[src/rtl/aux_pulse_pkg.sv]
package aux_pulse_pkg;

  typedef enum logic [2:0] {
    SYS_SECAM1 = 3'd0,
    SYS_PALN   = 3'd1,
    SYS_NTSC1  = 3'd2,
    SYS_PALM   = 3'd3,
    SYS_SECAM2 = 3'd4,
    SYS_PALBG  = 3'd5,
    SYS_NTSC2  = 3'd6,
    SYS_SPARE  = 3'd7
  } sys_code_e;

  typedef enum logic [1:0] {
    FAM_SECAM,
    FAM_PAL,
    FAM_PALM,
    FAM_NTSC
  } sys_family_e;

  function automatic sys_family_e family_of(input logic [2:0] code);
    case (code)
      SYS_SECAM1, SYS_SECAM2: family_of = FAM_SECAM;
      SYS_PALN,   SYS_PALBG:  family_of = FAM_PAL;
      SYS_PALM:               family_of = FAM_PALM;
      default:                family_of = FAM_NTSC;
    endcase
  endfunction

  // Line range test; lo > hi means the range wraps through line 1.
  function automatic logic in_span(input int ln, input int lo, input int hi);
    if (lo <= hi) in_span = (ln >= lo) && (ln <= hi);
    else          in_span = (ln >= lo) || (ln <= hi);
  endfunction

endpackage

[src/rtl/aux_tick_window.sv]
module aux_tick_window #(
  parameter int TICK_W = 9,
  parameter int START  = 0,
  parameter int WIDTH  = 1
) (
  input  logic [TICK_W-1:0] tick_i,
  output logic              hit_o
);
  localparam logic [TICK_W-1:0] LO = TICK_W'(START);
  localparam logic [TICK_W-1:0] HI = TICK_W'(START + WIDTH - 1);

  assign hit_o = (tick_i >= LO) && (tick_i <= HI);
endmodule

[src/rtl/aux_line_decode.sv]
module aux_line_decode
  import aux_pulse_pkg::*;
#(
  parameter int LINE_W = 10
) (
  input  logic [2:0]        sys_i,
  input  logic [1:0]        field_i,
  input  logic [LINE_W-1:0] line_i,
  output logic              secam_o,
  output logic              supp_o,
  output logic              wmp_line_o,
  output logic              id_line_o,
  output logic              cb_gap_o
);
  sys_family_e fam;
  int          ln;
  logic        lines625;

  assign fam      = family_of(sys_i);
  assign ln       = int'(line_i);
  assign lines625 = (fam == FAM_SECAM) || (fam == FAM_PAL);
  assign secam_o  = (fam == FAM_SECAM);

  always_comb begin
    supp_o = 1'b0;
    case (fam)
      FAM_PAL: begin
        case (field_i)
          2'd0: supp_o = in_span(ln, 623, 6);
          2'd1: supp_o = in_span(ln, 310, 318);
          2'd2: supp_o = in_span(ln, 622, 5);
          default: supp_o = in_span(ln, 311, 319);
        endcase
      end
      FAM_PALM: begin
        case (field_i)
          2'd0: supp_o = in_span(ln, 523, 8);
          2'd1: supp_o = in_span(ln, 260, 270);
          2'd2: supp_o = in_span(ln, 522, 7);
          default: supp_o = in_span(ln, 259, 269);
        endcase
      end
      FAM_NTSC: begin
        if (field_i[0]) supp_o = in_span(ln, 261, 269);
        else            supp_o = in_span(ln, 523, 6);
      end
      default: supp_o = 1'b0;
    endcase
  end

  always_comb begin
    if (lines625) begin
      wmp_line_o = in_span(ln, 163, 173) || in_span(ln, 475, 485);
      id_line_o  = in_span(ln, 7, 15)    || in_span(ln, 320, 328);
    end else begin
      wmp_line_o = in_span(ln, 134, 143) || in_span(ln, 396, 405);
      id_line_o  = in_span(ln, 8, 22)    || in_span(ln, 271, 285);
    end
  end

  assign cb_gap_o = (sys_i == SYS_SECAM1) && id_line_o;
endmodule

[src/rtl/aux_pal_phase.sv]
module aux_pal_phase (
  input  logic clk,
  input  logic rst,
  input  logic line_start_i,
  input  logic set_id_i,
  output logic sw_o
);
  logic sid_q;
  logic sid_rise;
  logic sw_q;

  assign sid_rise = set_id_i && !sid_q;

  always_ff @(posedge clk) begin
    if (rst) begin
      sid_q <= 1'b0;
      sw_q  <= 1'b0;
    end else begin
      sid_q <= set_id_i;
      sw_q  <= sw_q ^ line_start_i ^ sid_rise;
    end
  end

  assign sw_o = sw_q;

  p_line_toggle_r10: assert property (@(posedge clk) disable iff (rst)
    (line_start_i && !sid_rise) |=> (sw_q != $past(sw_q)));
endmodule

[src/rtl/aux_pulse_gen.sv]
module aux_pulse_gen #(
  parameter int LINE_W    = 10,
  parameter int TICK_W    = 9,
  parameter int HD_START  = 4,
  parameter int HD_WIDTH  = 36,
  parameter int CLP_START = 8,
  parameter int CLP_WIDTH = 12,
  parameter int BK_START  = 28,
  parameter int BK_WIDTH  = 12,
  parameter int CB_START  = 8,
  parameter int CB_WIDTH  = 36,
  parameter int WMP_START = 172,
  parameter int WMP_WIDTH = 12,
  parameter int ID_START  = 8,
  parameter int ID_WIDTH  = 60
) (
  input  logic              clk,
  input  logic              rst,
  input  logic [2:0]        sys_i,
  input  logic [1:0]        field_i,
  input  logic [LINE_W-1:0] line_i,
  input  logic [TICK_W-1:0] tick_i,
  input  logic              set_id_i,
  output logic              bk_o,
  output logic              clp_o,
  output logic              hd_o,
  output logic              wmp_o,
  output logic              wmp_oe_o,
  output logic              id_o,
  output logic              pal_sw_o
);
  localparam int NWIN = 6;
  localparam int WIN_START [NWIN] = '{HD_START, CLP_START, BK_START, CB_START, WMP_START, ID_START};
  localparam int WIN_WIDTH [NWIN] = '{HD_WIDTH, CLP_WIDTH, BK_WIDTH, CB_WIDTH, WMP_WIDTH, ID_WIDTH};
  localparam int W_HD = 0, W_CLP = 1, W_BK = 2, W_CB = 3, W_WMP = 4, W_ID = 5;

  logic [NWIN-1:0] hit;

  for (genvar g = 0; g < NWIN; g++) begin : g_win
    aux_tick_window #(
      .TICK_W(TICK_W), .START(WIN_START[g]), .WIDTH(WIN_WIDTH[g])
    ) u_win (
      .tick_i(tick_i),
      .hit_o (hit[g])
    );
  end

  logic secam, supp, wmp_line, id_line, cb_gap;

  aux_line_decode #(.LINE_W(LINE_W)) u_dec (
    .sys_i     (sys_i),
    .field_i   (field_i),
    .line_i    (line_i),
    .secam_o   (secam),
    .supp_o    (supp),
    .wmp_line_o(wmp_line),
    .id_line_o (id_line),
    .cb_gap_o  (cb_gap)
  );

  aux_pal_phase u_phase (
    .clk         (clk),
    .rst         (rst),
    .line_start_i(tick_i == '0),
    .set_id_i    (set_id_i),
    .sw_o        (pal_sw_o)
  );

  logic bk_d;
  assign bk_d = secam ? (hit[W_CB] && !cb_gap) : (hit[W_BK] && !supp);

  logic bk_q, clp_q, hd_q, wmp_q, id_q, secam_q;

  always_ff @(posedge clk) begin
    if (rst) begin
      bk_q    <= 1'b0;
      clp_q   <= 1'b0;
      hd_q    <= 1'b0;
      wmp_q   <= 1'b0;
      id_q    <= 1'b0;
      secam_q <= 1'b0;
    end else begin
      bk_q    <= bk_d;
      clp_q   <= hit[W_CLP];
      hd_q    <= hit[W_HD];
      wmp_q   <= hit[W_WMP] && wmp_line;
      id_q    <= hit[W_ID] && id_line;
      secam_q <= secam;
    end
  end

  assign bk_o     = bk_q;
  assign clp_o    = clp_q;
  assign hd_o     = hd_q;
  assign wmp_o    = wmp_q;
  assign wmp_oe_o = wmp_q;
  assign id_o     = id_q;

  p_clp_in_hd_r3: assert property (@(posedge clk) disable iff (rst)
    clp_o |-> hd_o);
  p_burst_in_hd_r4: assert property (@(posedge clk) disable iff (rst)
    (bk_o && !secam_q) |-> hd_o);
  p_hd_not_wmp_r2: assert property (@(posedge clk) disable iff (rst)
    hd_o |-> !wmp_oe_o);
  p_wmp_id_apart_r8: assert property (@(posedge clk) disable iff (rst)
    wmp_oe_o |-> !id_o);
endmodule

[config.mk]
export PLATFORM = sky130hd
export DESIGN_NAME = aux_pulse_gen
export DESIGN_NICKNAME = d
export VERILOG_FILES = /design/src/rtl/aux_pulse_pkg.sv /design/src/rtl/aux_tick_window.sv /design/src/rtl/aux_line_decode.sv /design/src/rtl/aux_pal_phase.sv /design/src/rtl/aux_pulse_gen.sv
export SDC_FILE = /design/constraint.sdc
export NUM_CORES = 1
export LEC_CHECK = 0
export BUFFER_PORTS_ARGS = -buffer_cell sky130_fd_sc_hd__buf_2
export CAP_MARGIN = 25
export CORE_MARGIN = 2
export CORE_UTILIZATION = 57
export CTS_BUF_LIST = sky130_fd_sc_hd__clkbuf_8
export DETAILED_ROUTE_END_ITERATION = 8
export GPL_ROUTABILITY_DRIVEN = 0
export GPL_TIMING_DRIVEN = 0
export PLACE_DENSITY = 0.95
export SLEW_MARGIN = 20
export SYNTH_ARGS = -nofsm -noshare
export SYNTH_HDL_FRONTEND = slang
export SYNTH_HIERARCHICAL = 1
export SYNTH_SLANG_ARGS = --single-unit
[constraint.sdc]
create_clock -name clk -period 4.4 [get_ports clk]
set_input_delay 0.22 -clock clk [delete_from_list [all_inputs] [get_ports clk]]
set_output_delay 0.22 -clock clk [all_outputs]
set_load 0.005 [all_outputs]
# [After elaboration in Yosys (flattened, before gate mapping)]
# Index checks and enable logic that the tools add are counted.
[totals] inputBits=27 regBits=7 elab_cells=120 output_inout_bits=7
[classes] n_eq_ne=9 mux=16 bitwise_logic=2 magnitude_cmp=42 reduce_logical=44
[ops] op="greater-or-equal comparator 10 x 9 -> 1 bit, second input constant" n=9
[ops] op="less-or-equal comparator 10 x 9 -> 1 bit, second input constant" n=8
[ops] op="greater-or-equal comparator 10 bit, second input constant" n=4
[ops] op="less-or-equal comparator 10 x 3 -> 1 bit, second input constant" n=3
[ops] op="logical AND 1 bit" n=25
[ops] op="greater-or-equal comparator 10 x 8 -> 1 bit, second input constant" n=2
[ops] op="less-or-equal comparator 10 x 4 -> 1 bit, second input constant" n=2
[ops] op="less-or-equal comparator 10 x 8 -> 1 bit, second input constant" n=2
[ops] op="less-or-equal comparator 9 x 6 -> 1 bit, second input constant" n=2
[ops] op="two-way mux 1 bit" n=12
[ops] op="greater-or-equal comparator 10 x 3 -> 1 bit, second input constant" n=1
[ops] op="greater-or-equal comparator 10 x 4 -> 1 bit, second input constant" n=1
[ops] op="less-or-equal comparator 10 x 5 -> 1 bit, second input constant" n=1
[ops] op="logical OR 1 bit" n=10
[ops] op="greater-or-equal comparator 9 x 3 -> 1 bit, second input constant" n=1
[ops] op="greater-or-equal comparator 9 x 4 -> 1 bit, second input constant" n=1
[ops] op="greater-or-equal comparator 9 x 5 -> 1 bit, second input constant" n=1
[ops] op="greater-or-equal comparator 9 x 8 -> 1 bit, second input constant" n=1
[ops] op="less-or-equal comparator 9 x 5 -> 1 bit, second input constant" n=1
[ops] op="less-or-equal comparator 9 x 7 -> 1 bit, second input constant" n=1
[ops] op="less-or-equal comparator 9 x 8 -> 1 bit, second input constant" n=1
[ops] op="zero test 9 bit" n=1
[ops] op="one-hot mux 1 bit (3 select lines)" n=3
[ops] op="equality test 2 bit, second input constant" n=3
[ops] op="other kinds (10)" n=17

# [Depth between registers and ports, before layout]
# Gate-level depths: netlist of the first run.
[depth] ltp_word=12 depth_mapped=9 ltp_nobuf=7

# [Hierarchy]
# The synthesis of the first run kept the hierarchy.
[modules_own_cells] module="aux_line_decode" n_inst=1 area_per_inst_um2=616.8 cells_per_inst=95 seq_area_each_um2=0.0
[modules_own_cells] module="aux_pulse_gen" n_inst=1 area_per_inst_um2=186.4 cells_per_inst=18 seq_area_each_um2=100.1
[modules_own_cells] module="aux_pal_phase" n_inst=1 area_per_inst_um2=73.8 cells_per_inst=7 seq_area_each_um2=40.0
[modules_own_cells] module="aux_tick_window at g_win[5].u_win" n_inst=1 area_per_inst_um2=41.3 cells_per_inst=4 seq_area_each_um2=0.0
[modules_own_cells] module="aux_tick_window at g_win[2].u_win" n_inst=1 area_per_inst_um2=32.5 cells_per_inst=3 seq_area_each_um2=0.0
[modules_own_cells] module="aux_tick_window at g_win[4].u_win" n_inst=1 area_per_inst_um2=32.5 cells_per_inst=4 seq_area_each_um2=0.0
[modules_own_cells] module="aux_tick_window at g_win[1].u_win" n_inst=1 area_per_inst_um2=31.3 cells_per_inst=4 seq_area_each_um2=0.0
[modules_own_cells] module="aux_tick_window at g_win[3].u_win" n_inst=1 area_per_inst_um2=26.3 cells_per_inst=4 seq_area_each_um2=0.0
[modules_own_cells] module="aux_tick_window at g_win[0].u_win" n_inst=1 area_per_inst_um2=23.8 cells_per_inst=4 seq_area_each_um2=0.0

# [Least setup slack after synthesis of the first run]
# Ideal clock, no wire load.
[synth_timing] path_type="in2reg" startpoint="input port line_i[1]" endpoint="register bk_q (netlist: bk_o)" arrival_ns=1.587 path_slack_ns=2.743 n_path_buf=2 path_stages=9 cell_sequence="buf_6 > and2_1 > buf_6 > o21ai_0 > a41o_1 > o2111ai_1 > nand4_1 > or3b_1 > a21oi_1"
[synth_rtl] element="from (decl)" line_no="aux_pulse_gen.sv:21" text="input logic [LINE_W-1:0] line_i,"
[synth_rtl] element="greater-or-equal comparator 10 x 9 -> 1 bit, or another cell as far along" line_no="aux_pulse_pkg.sv:32" text="if (lo <= hi) in_span = (ln >= lo) && (ln <= hi);"
[synth_rtl] element="logical AND 1 bit or logical OR 1 bit (tied branches)" line_no="aux_pulse_pkg.sv:32, aux_pulse_pkg.sv:33"
[synth_rtl] element="one-hot mux 1 bit (3 select lines), or another cell as far along" line_no="aux_line_decode.sv:36" text="case (field_i)"
[synth_rtl] element="one-hot mux 1 bit (3 select lines) *" line_no="aux_line_decode.sv:26" text="case (fam)"
[synth_rtl] element="named net supp" line_no="aux_pulse_gen.sv:48" text="logic secam, supp, wmp_line, id_line, cb_gap;"
[synth_rtl] element="zero test 1 bit *" line_no="aux_pulse_gen.sv:70" text="assign bk_d = secam ? (hit[W_CB] && !cb_gap) : (hit[W_BK] && !supp);"
[synth_rtl] element="logical AND 1 bit *" line_no="aux_pulse_gen.sv:70"
[synth_rtl] element="two-way mux 1 bit *" line_no="aux_pulse_gen.sv:70"
[synth_rtl] element="to (signal assigned)" line_no="aux_pulse_gen.sv:83" text="bk_q <= bk_d;"
[synth_rtl] element="to (decl)" line_no="aux_pulse_gen.sv:72" text="logic bk_q, clp_q, hd_q, wmp_q, id_q, secam_q;"
# The timed path passes the listed nets; every way through them passes the cells marked *. The select of a mux whose other input is x is not followed.
# A chain may end at the register's enable or synchronous reset.

# [Worst setup path in the final report of the first run]
[layout_timing] startpoint="input port line_i[5]" endpoint="register bk_q (netlist: bk_o)"
# The elaborated chain is that of the path after synthesis.

==> flow_summary_export.csv, run 1 <==
group,metric,value,unit
worst_setup_path,crit_required,4.55,ns
global_route,grt_usage,30.3,%
clocking,cts_tree,"done",
routing,post_drt_wl_per_cell,15.6,microns
clocking,cts_buffer_depth,2,
timing,fin_crit_sh,40.6,%
final_layout,drive_gt1_share,32.2,%
logic_synthesis,yosys.cell_types.count,54,
worst_setup_path,r2r-start,"u_phase/sw_o",
floorplanning,core,1750,sq um
logic_synthesis,ys.flop_type,"dfxtp_1",
placed_design,dp_cells,198,
pwr,power_leakage,0.509,nW
routing,vias,1363,
clocking,htreeDepth,1,
final_layout,regArea,140,sq um
final_layout,area_growth,21.3,%
final_layout,final_core_util,74.0,%
routing,viasPerCell,6.75,
logic_synthesis,synth_area_leaders,"dfxtp_1 13%, a21oi_1 3.8%, nand3_1 3.8%",
timing,clock_skew,0.0000384,ns
timing,fin_setup_tns,0,ns
floorplanning,die_h,47.2,microns
routing,routed_wl,3160,microns
pwr,powerDensity,184,nW/um^2
logic_synthesis,ys_ff_latch,7,
timing,fmax,0.559,GHz
final_layout,mostFrequentLayoutCells,"37 x buf_2, 9 x nand2_1, 9 x nor2_1",
floorplanning,rows,15,
placed_design,numPortBuffers,30,
timing,worstMarginPinSlew,0.463,ns
final_layout,stdcell_count,202,
timing,setup_viol,0,
outcome,status,"finished clean",
timing,layout_min_cycle_time,1.79,ns
routing,drc,0,
logic_synthesis,yosysTopAreaCellShare,13.2,%
timing,rsz0062_at_grt,"false",
clocking,ctsHoldBuffers,0,
pwr,vdd_drop_max,122,uV
clocking,post_cts_buffers,0,
logic_synthesis,syn_avg_cell_area,7.45,sq um
routing,first_iter_violations,83,
logic_synthesis,synth-edff-count,0,
final_layout,final_area,1290,sq um
logic_synthesis,synthArstFlopShare,0,%
timing,hold_violations,0,
clocking,cts-root-buf,"clkbuf_8",
routing,detail-route-antenna-nets,0,
worst_setup_path,worstSetupPathType,"in -> reg",
global_route,grt_max_degree,13,
logic_synthesis,synth_fp_nets,170,
clocking,cts_buffers,3,
final_layout,num-fill-cells,146,
worst_setup_path,crit_fanout,10,
min_path,hold_path_class,"in -> reg",
timing,holdWs,0.236,ns
global_route,grt_overflow,0,
worst_setup_path,startpoint,"line_i[5]",
clocking,clk_latency,0.22,ns
clocking,clkSinkCount,7,
final_layout,multi_input_area,837,sq um
logic_synthesis,syn_area,1060,sq um
global_route,grt_pass1_wl,4970,microns
placed_design,dp_slack,2.41,ns
placed_design,place_area,1250,sq um
final_layout,nets,205,
global_route,grt_pass1_vias,1190,
worst_setup_path,cp-start-kind,"primary input",
worst_setup_path,crit_arrival,1.94,ns
floorplanning,ioPinCount,34,
final_layout,diodes,0,
logic_synthesis,synth_warnings,6,
routing,first_pass_iters,4,
logic_synthesis,synth_area_leader_cell,"dfxtp_1",
worst_setup_path,cp-end-kind,"register",
job,maxCapViolations,0,
floorplanning,dieArea,2230,sq um
final_layout,final_common_cell,"buf_2",
pwr,power,238,uW
timing,worst_slack,2.61,ns
floorplanning,start_util,61.0,%
min_path,min-delay-start,"set_id_i",
logic_synthesis,syn_inst,143,
placed_design,dp_hpwl,2370,microns
global_route,antenna_found_initial,0,
clocking,cts_resized,0,
floorplanning,die_w,47.2,microns
logic_synthesis,synth_sequential_area_ratio,13.2,%
clocking,path_clk_slew,0.04,ns
timing,drv_slew,0,
timing,slew_headroom,68.3,%
worst max-delay path: stages:
cell     delay [ns]
buf_2          0.12
buf_2          0.17
nor3_1         0.33
a21oi_1        0.11
and3b_1        0.23
a211o_1        0.11
nand4_1        0.08
or3b_1         0.41
a21oi_1        0.16
path summary, 6_finish.rpt:
path | to | slack, ns | cells after the start
hold / removal | u_phase/sid_q | 0.24 | 2
hold reg to reg | u_phase/sw_o | 0.60 | 3
setup / recovery | bk_o | 2.61 | 9
setup reg to reg | u_phase/sw_o | 3.56 | 3
logic make-up after synthesis:
| kind of cell | count (synthesis) | share of synthesized area [%] |
|---|---|---|
| buf+inv | 15 | 8.22 |
| flops | 7 | 13.2 |
| mux | 1 | 1.06 |
| xor+xnor | 2 | 1.65 |
| simple gates | 72 | 43.1 |
| compound gates | 46 | 32.8 |
per-layer routing:
metal | global-route usage [%] | vias to the layer above | share of wire [%]
met3 | 3.85 | 10 | 9.2
met1 | 38.1 | 633 | 38
met4 | 15.0 | 0 | 2.2
li1 | - | 632 | -
met2 | 50.3 | 88 | 51
met5 | 0 | - | 0
area by class of cell:
type,instances,area share (%)
Clock buffer,3,3.20
Tap cell,25,2.42
Clock inverter,1,0.291
Buffer,12,5.91
Sequential cell,7,10.9
Inverter,3,0.872
Timing Repair Buffer,30,11.6
Multi-Input combinational cell,121,64.8
registers in the layout, indices dropped and copies added, names as in the netlist:
register	cells
clp_o	1
bk_o	1
u_phase/sw_o	1
id_o	1
hd_o	1
wmp_o	1
u_phase/sid_q	1
cell usage after synthesis (2+ instances only):
master,number
a31oi_1,5
inv_1,3
nand3b_1,3
o211ai_1,4
o2111ai_1,3
a2111oi_2,2
or4_1,3
nor2b_1,6
nor2_1,9
dfxtp_1,7
nand3_1,8
a211o_1,2
nand2b_1,3
buf_6,2
buf_4,2
nand4_1,3
buf_2,7
or3_1,3
o31ai_1,4
and3_1,2
nand2_1,9
o21ai_0,5
or3b_1,2
nor4b_1,2
a21oi_1,8
nor3_1,7
a211oi_1,2
power by group:
group	switching (mW)	total, mW	internal (mW)
registers	0.000884	0.0666	0.0657
logic	0.0527	0.0870	0.0343
clock network	0.0243	0.0843	0.0600
total	0.0779	0.238	0.160
Power figures use the tool's default switching activity.
==> inputs of run 2 (changes only) <==
- ABC_AREA: default -> 1
- CORE_UTILIZATION: 57 -> 50
- PLACE_DENSITY: 0.95 -> 0.86
- clock period: 4.4 -> 1.5 ns (I/O delays scaled with it)
==> flow_summary_export.csv, run 2 <==
group,metric,value,unit
placed_design,numPortBuffers,32,
worst_setup_path,crit_required,1.66,ns
timing,fmax,0.751,GHz
clocking,path_clk_slew,0.04,ns
logic_synthesis,synth_area_leaders,"nand2_1 21%, nor2_1 14%, inv_1 11%",
floorplanning,die_h,56.5,microns
routing,routed_wl,3660,microns
global_route,grt_overflow,0,
timing,hold_violations,0,
floorplanning,ioPinCount,34,
min_path,hold_path_class,"in -> reg",
logic_synthesis,synth_area_leader_cell,"nand2_1",
logic_synthesis,syn_area,1380,sq um
clocking,cts_tree,"done",
floorplanning,die_w,56.5,microns
global_route,grt_max_degree,14,
routing,first_pass_iters,5,
routing,viasPerCell,5.22,
placed_design,place_area,1580,sq um
worst_setup_path,crit_fanout,10,
routing,vias,1797,
timing,slew_headroom,78.5,%
pwr,power_leakage,0.859,nW
logic_synthesis,yosys.area_share.xor_xnor,0,%
global_route,grt_usage,24.2,%
pwr,power,769,uW
min_path,hold_depth,3,
timing,clock_skew,0.00266,ns
global_route,antenna_found_initial,0,
clocking,cts_buffers,3,
logic_synthesis,synth-edff-count,0,
routing,first_iter_violations,140,
final_layout,final_common_cell,"nand2_1",
global_route,grt_pass1_wl,6360,microns
outcome,status,"finished clean",
worst_setup_path,cp-end-kind,"register",
logic_synthesis,synth_top_family_by_area,"simple AND/OR/NAND/NOR gates",
clocking,clk_latency,0.23,ns
floorplanning,dieArea,3190,sq um
worst_setup_path,worst-path-buf-inv,3,
logic_synthesis,ys.flop_type,"dfxtp_1",
global_route,grt_pass1_vias,1520,
logic_synthesis,yosysTopAreaCellShare,21.0,%
logic_synthesis,synthMuxAreaShare,0,%
routing,post_drt_wl_per_cell,10.6,microns
final_layout,final_area,1630,sq um
logic_synthesis,synth.most_common_cell,"nand2_1",
worst_setup_path,cp_slowest_cell,"nor2_2",
routing,drc,0,
worst_setup_path,max_stage_delay,0.25,ns
logic_synthesis,ys_ff_latch,7,
logic_synthesis,yosys.cell_types.count,25,
clocking,cts_buffer_depth,2,
timing,drv_slew,0,
timing,rsz0062_at_grt,"false",
job,maxCapViolations,0,
pwr,powerDensity,472,nW/um^2
worst_setup_path,crit_arrival,1.49,ns
timing,layout_min_cycle_time,1.33,ns
final_layout,mostFrequentLayoutCells,"77 x nand2_1, 51 x nor2_1, 42 x inv_1",
floorplanning,rows,19,
logic_synthesis,synth_fp_nets,304,
final_layout,area_growth,18.4,%
worst_setup_path,cp-start-kind,"primary input",
logic_synthesis,syn_inst,277,
clocking,clkSinkCount,7,
timing,worst_slack,0.169,ns
logic_synthesis,synth-simple-area-share,65.4,%
worst_setup_path,cp_num_cells,13,
timing,setup_viol,0,
worst_setup_path,worstSetupPathType,"in -> reg",
clocking,post_cts_buffers,0,
clocking,htreeDepth,1,
clocking,ctsHoldBuffers,0,
final_layout,num-fill-cells,289,
logic_synthesis,synth_fa_ha_area_share,0,%
pwr,vdd_drop_max,486,uV
timing,fin_crit_sh,88.8,%
floorplanning,core,2690,sq um
clocking,cts-root-buf,"clkbuf_8",
worst_setup_path,crit_chain,"buf_2 > buf_2 > nor2_2 > nand3_1 > nand2_1 > nand3_1 > nand2_1 > nand4_1 > nand2_1 > nand3_2 > inv_1 > nand3_1 > a21oi_2",
placed_design,dp_slack,-0.0827,ns
worst_setup_path,critical-path-top-delay-family,"simple AND/OR/NAND/NOR gates",
logic_synthesis,synthArstFlopShare,0,%
logic_synthesis,syn_avg_cell_area,4.97,sq um
logic_synthesis,synth_sequential_area_ratio,10.2,%
routing,detail-route-antenna-nets,0,
timing,fin_setup_tns,0,ns
final_layout,drive_gt1_share,23.3,%
floorplanning,start_util,51.2,%
final_layout,diodes,0,
timing,worstMarginPinSlew,0.319,ns
logic_synthesis,synth_commonest_cells,"77 x nand2_1, 51 x nor2_1, 41 x inv_1",
logic_synthesis,synth_compound_area_share,9.00,%
logic_synthesis,synth_warnings,6,
worst_setup_path,rr_worst_depth,5,
final_layout,nets,341,
placed_design,dp_hpwl,2950,microns
==> run 2: changes by cell type in the layout (fill, tap and decap cells not counted), sizes merged, moves of 6 or more <==
cell and change:
nand2 +76, nand3 +20, nor2 +59, nor3 -7, nand4 +9, inv +43
o21ai +6, nor2b -6
==> run 2: kinds of logic after synthesis <==
group	count (synthesis)
compound gates	23
buf+inv	51
flops	7
simple gates	196
==> run 2: through the flow <==
stage / std cells / hold slack (ns) / utilization [%]
2_1_floorplan: 277 / 0.144 / -
3_3_place_gp: 340 / 0.299 / 58.6
3_5_place_dp: 340 / 0.308 / 58.6
4_1_cts: 344 / 0.0731 / 60.3
5_1_grt: 344 / 0.0911 / 60.6
6_report: 344 / 0.0817 / 60.6
==> run 2: worst reg2reg max path, stage by stage (launching register included) <==
cell	delay, ns
dfxtp_1	0.33
inv_1	0.04
nand2_1	0.07
nand3_1	0.08
nand2_1	0.07
nor2_2	0.03
==> run 2: final timing paths <==
kind / start / slack [ns] / endpoint
setup / recovery: line_i[3] / 0.17 / bk_o
hold / removal: set_id_i / 0.08 / u_phase/sid_q
setup reg to reg: u_phase/sw_o / 0.76 / u_phase/sw_o
hold reg to reg: u_phase/sw_o / 0.58 / u_phase/sw_o
==> run 2: area by class of cell <==
type / instances / area, sq um / area share, %
multi-input cells: 219 / 1030 / 63.4
inverters: 47 / 178 / 10.9
repair buffers: 32 / 160 / 9.83
flip-flops and latches: 7 / 140 / 8.60
clock buffers: 3 / 41.3 / 2.53
well taps: 31 / 38.8 / 2.38
plain buffers: 4 / 35.0 / 2.15
clock inverters: 1 / 3.75 / 0.230
==> run 2: power breakdown <==
group | internal (mW) | switching [mW]
Clock | 0.177 | 0.0807
Combinational | 0.108 | 0.210
Sequential | 0.192 | 0.00206
==> run 2: repair_timing <==
| item | 4_1_cts | 5_1_grt |
|---|---|---|
| endpoints found under the setup margin | 0 | 1 |
| resized for setup | 0 | 2 |
| endpoints found under the hold margin | 0 | 0 |
==> run 2: metal layers <==
metal  share of wire (%)  up-vias  GRT usage [%]
li1                    -      941              -
met5                   0        -              0
met3                 9.5       10           1.15
met1                  42      758           33.1
met4                 1.9        0           8.84
met2                  47       88           39.9
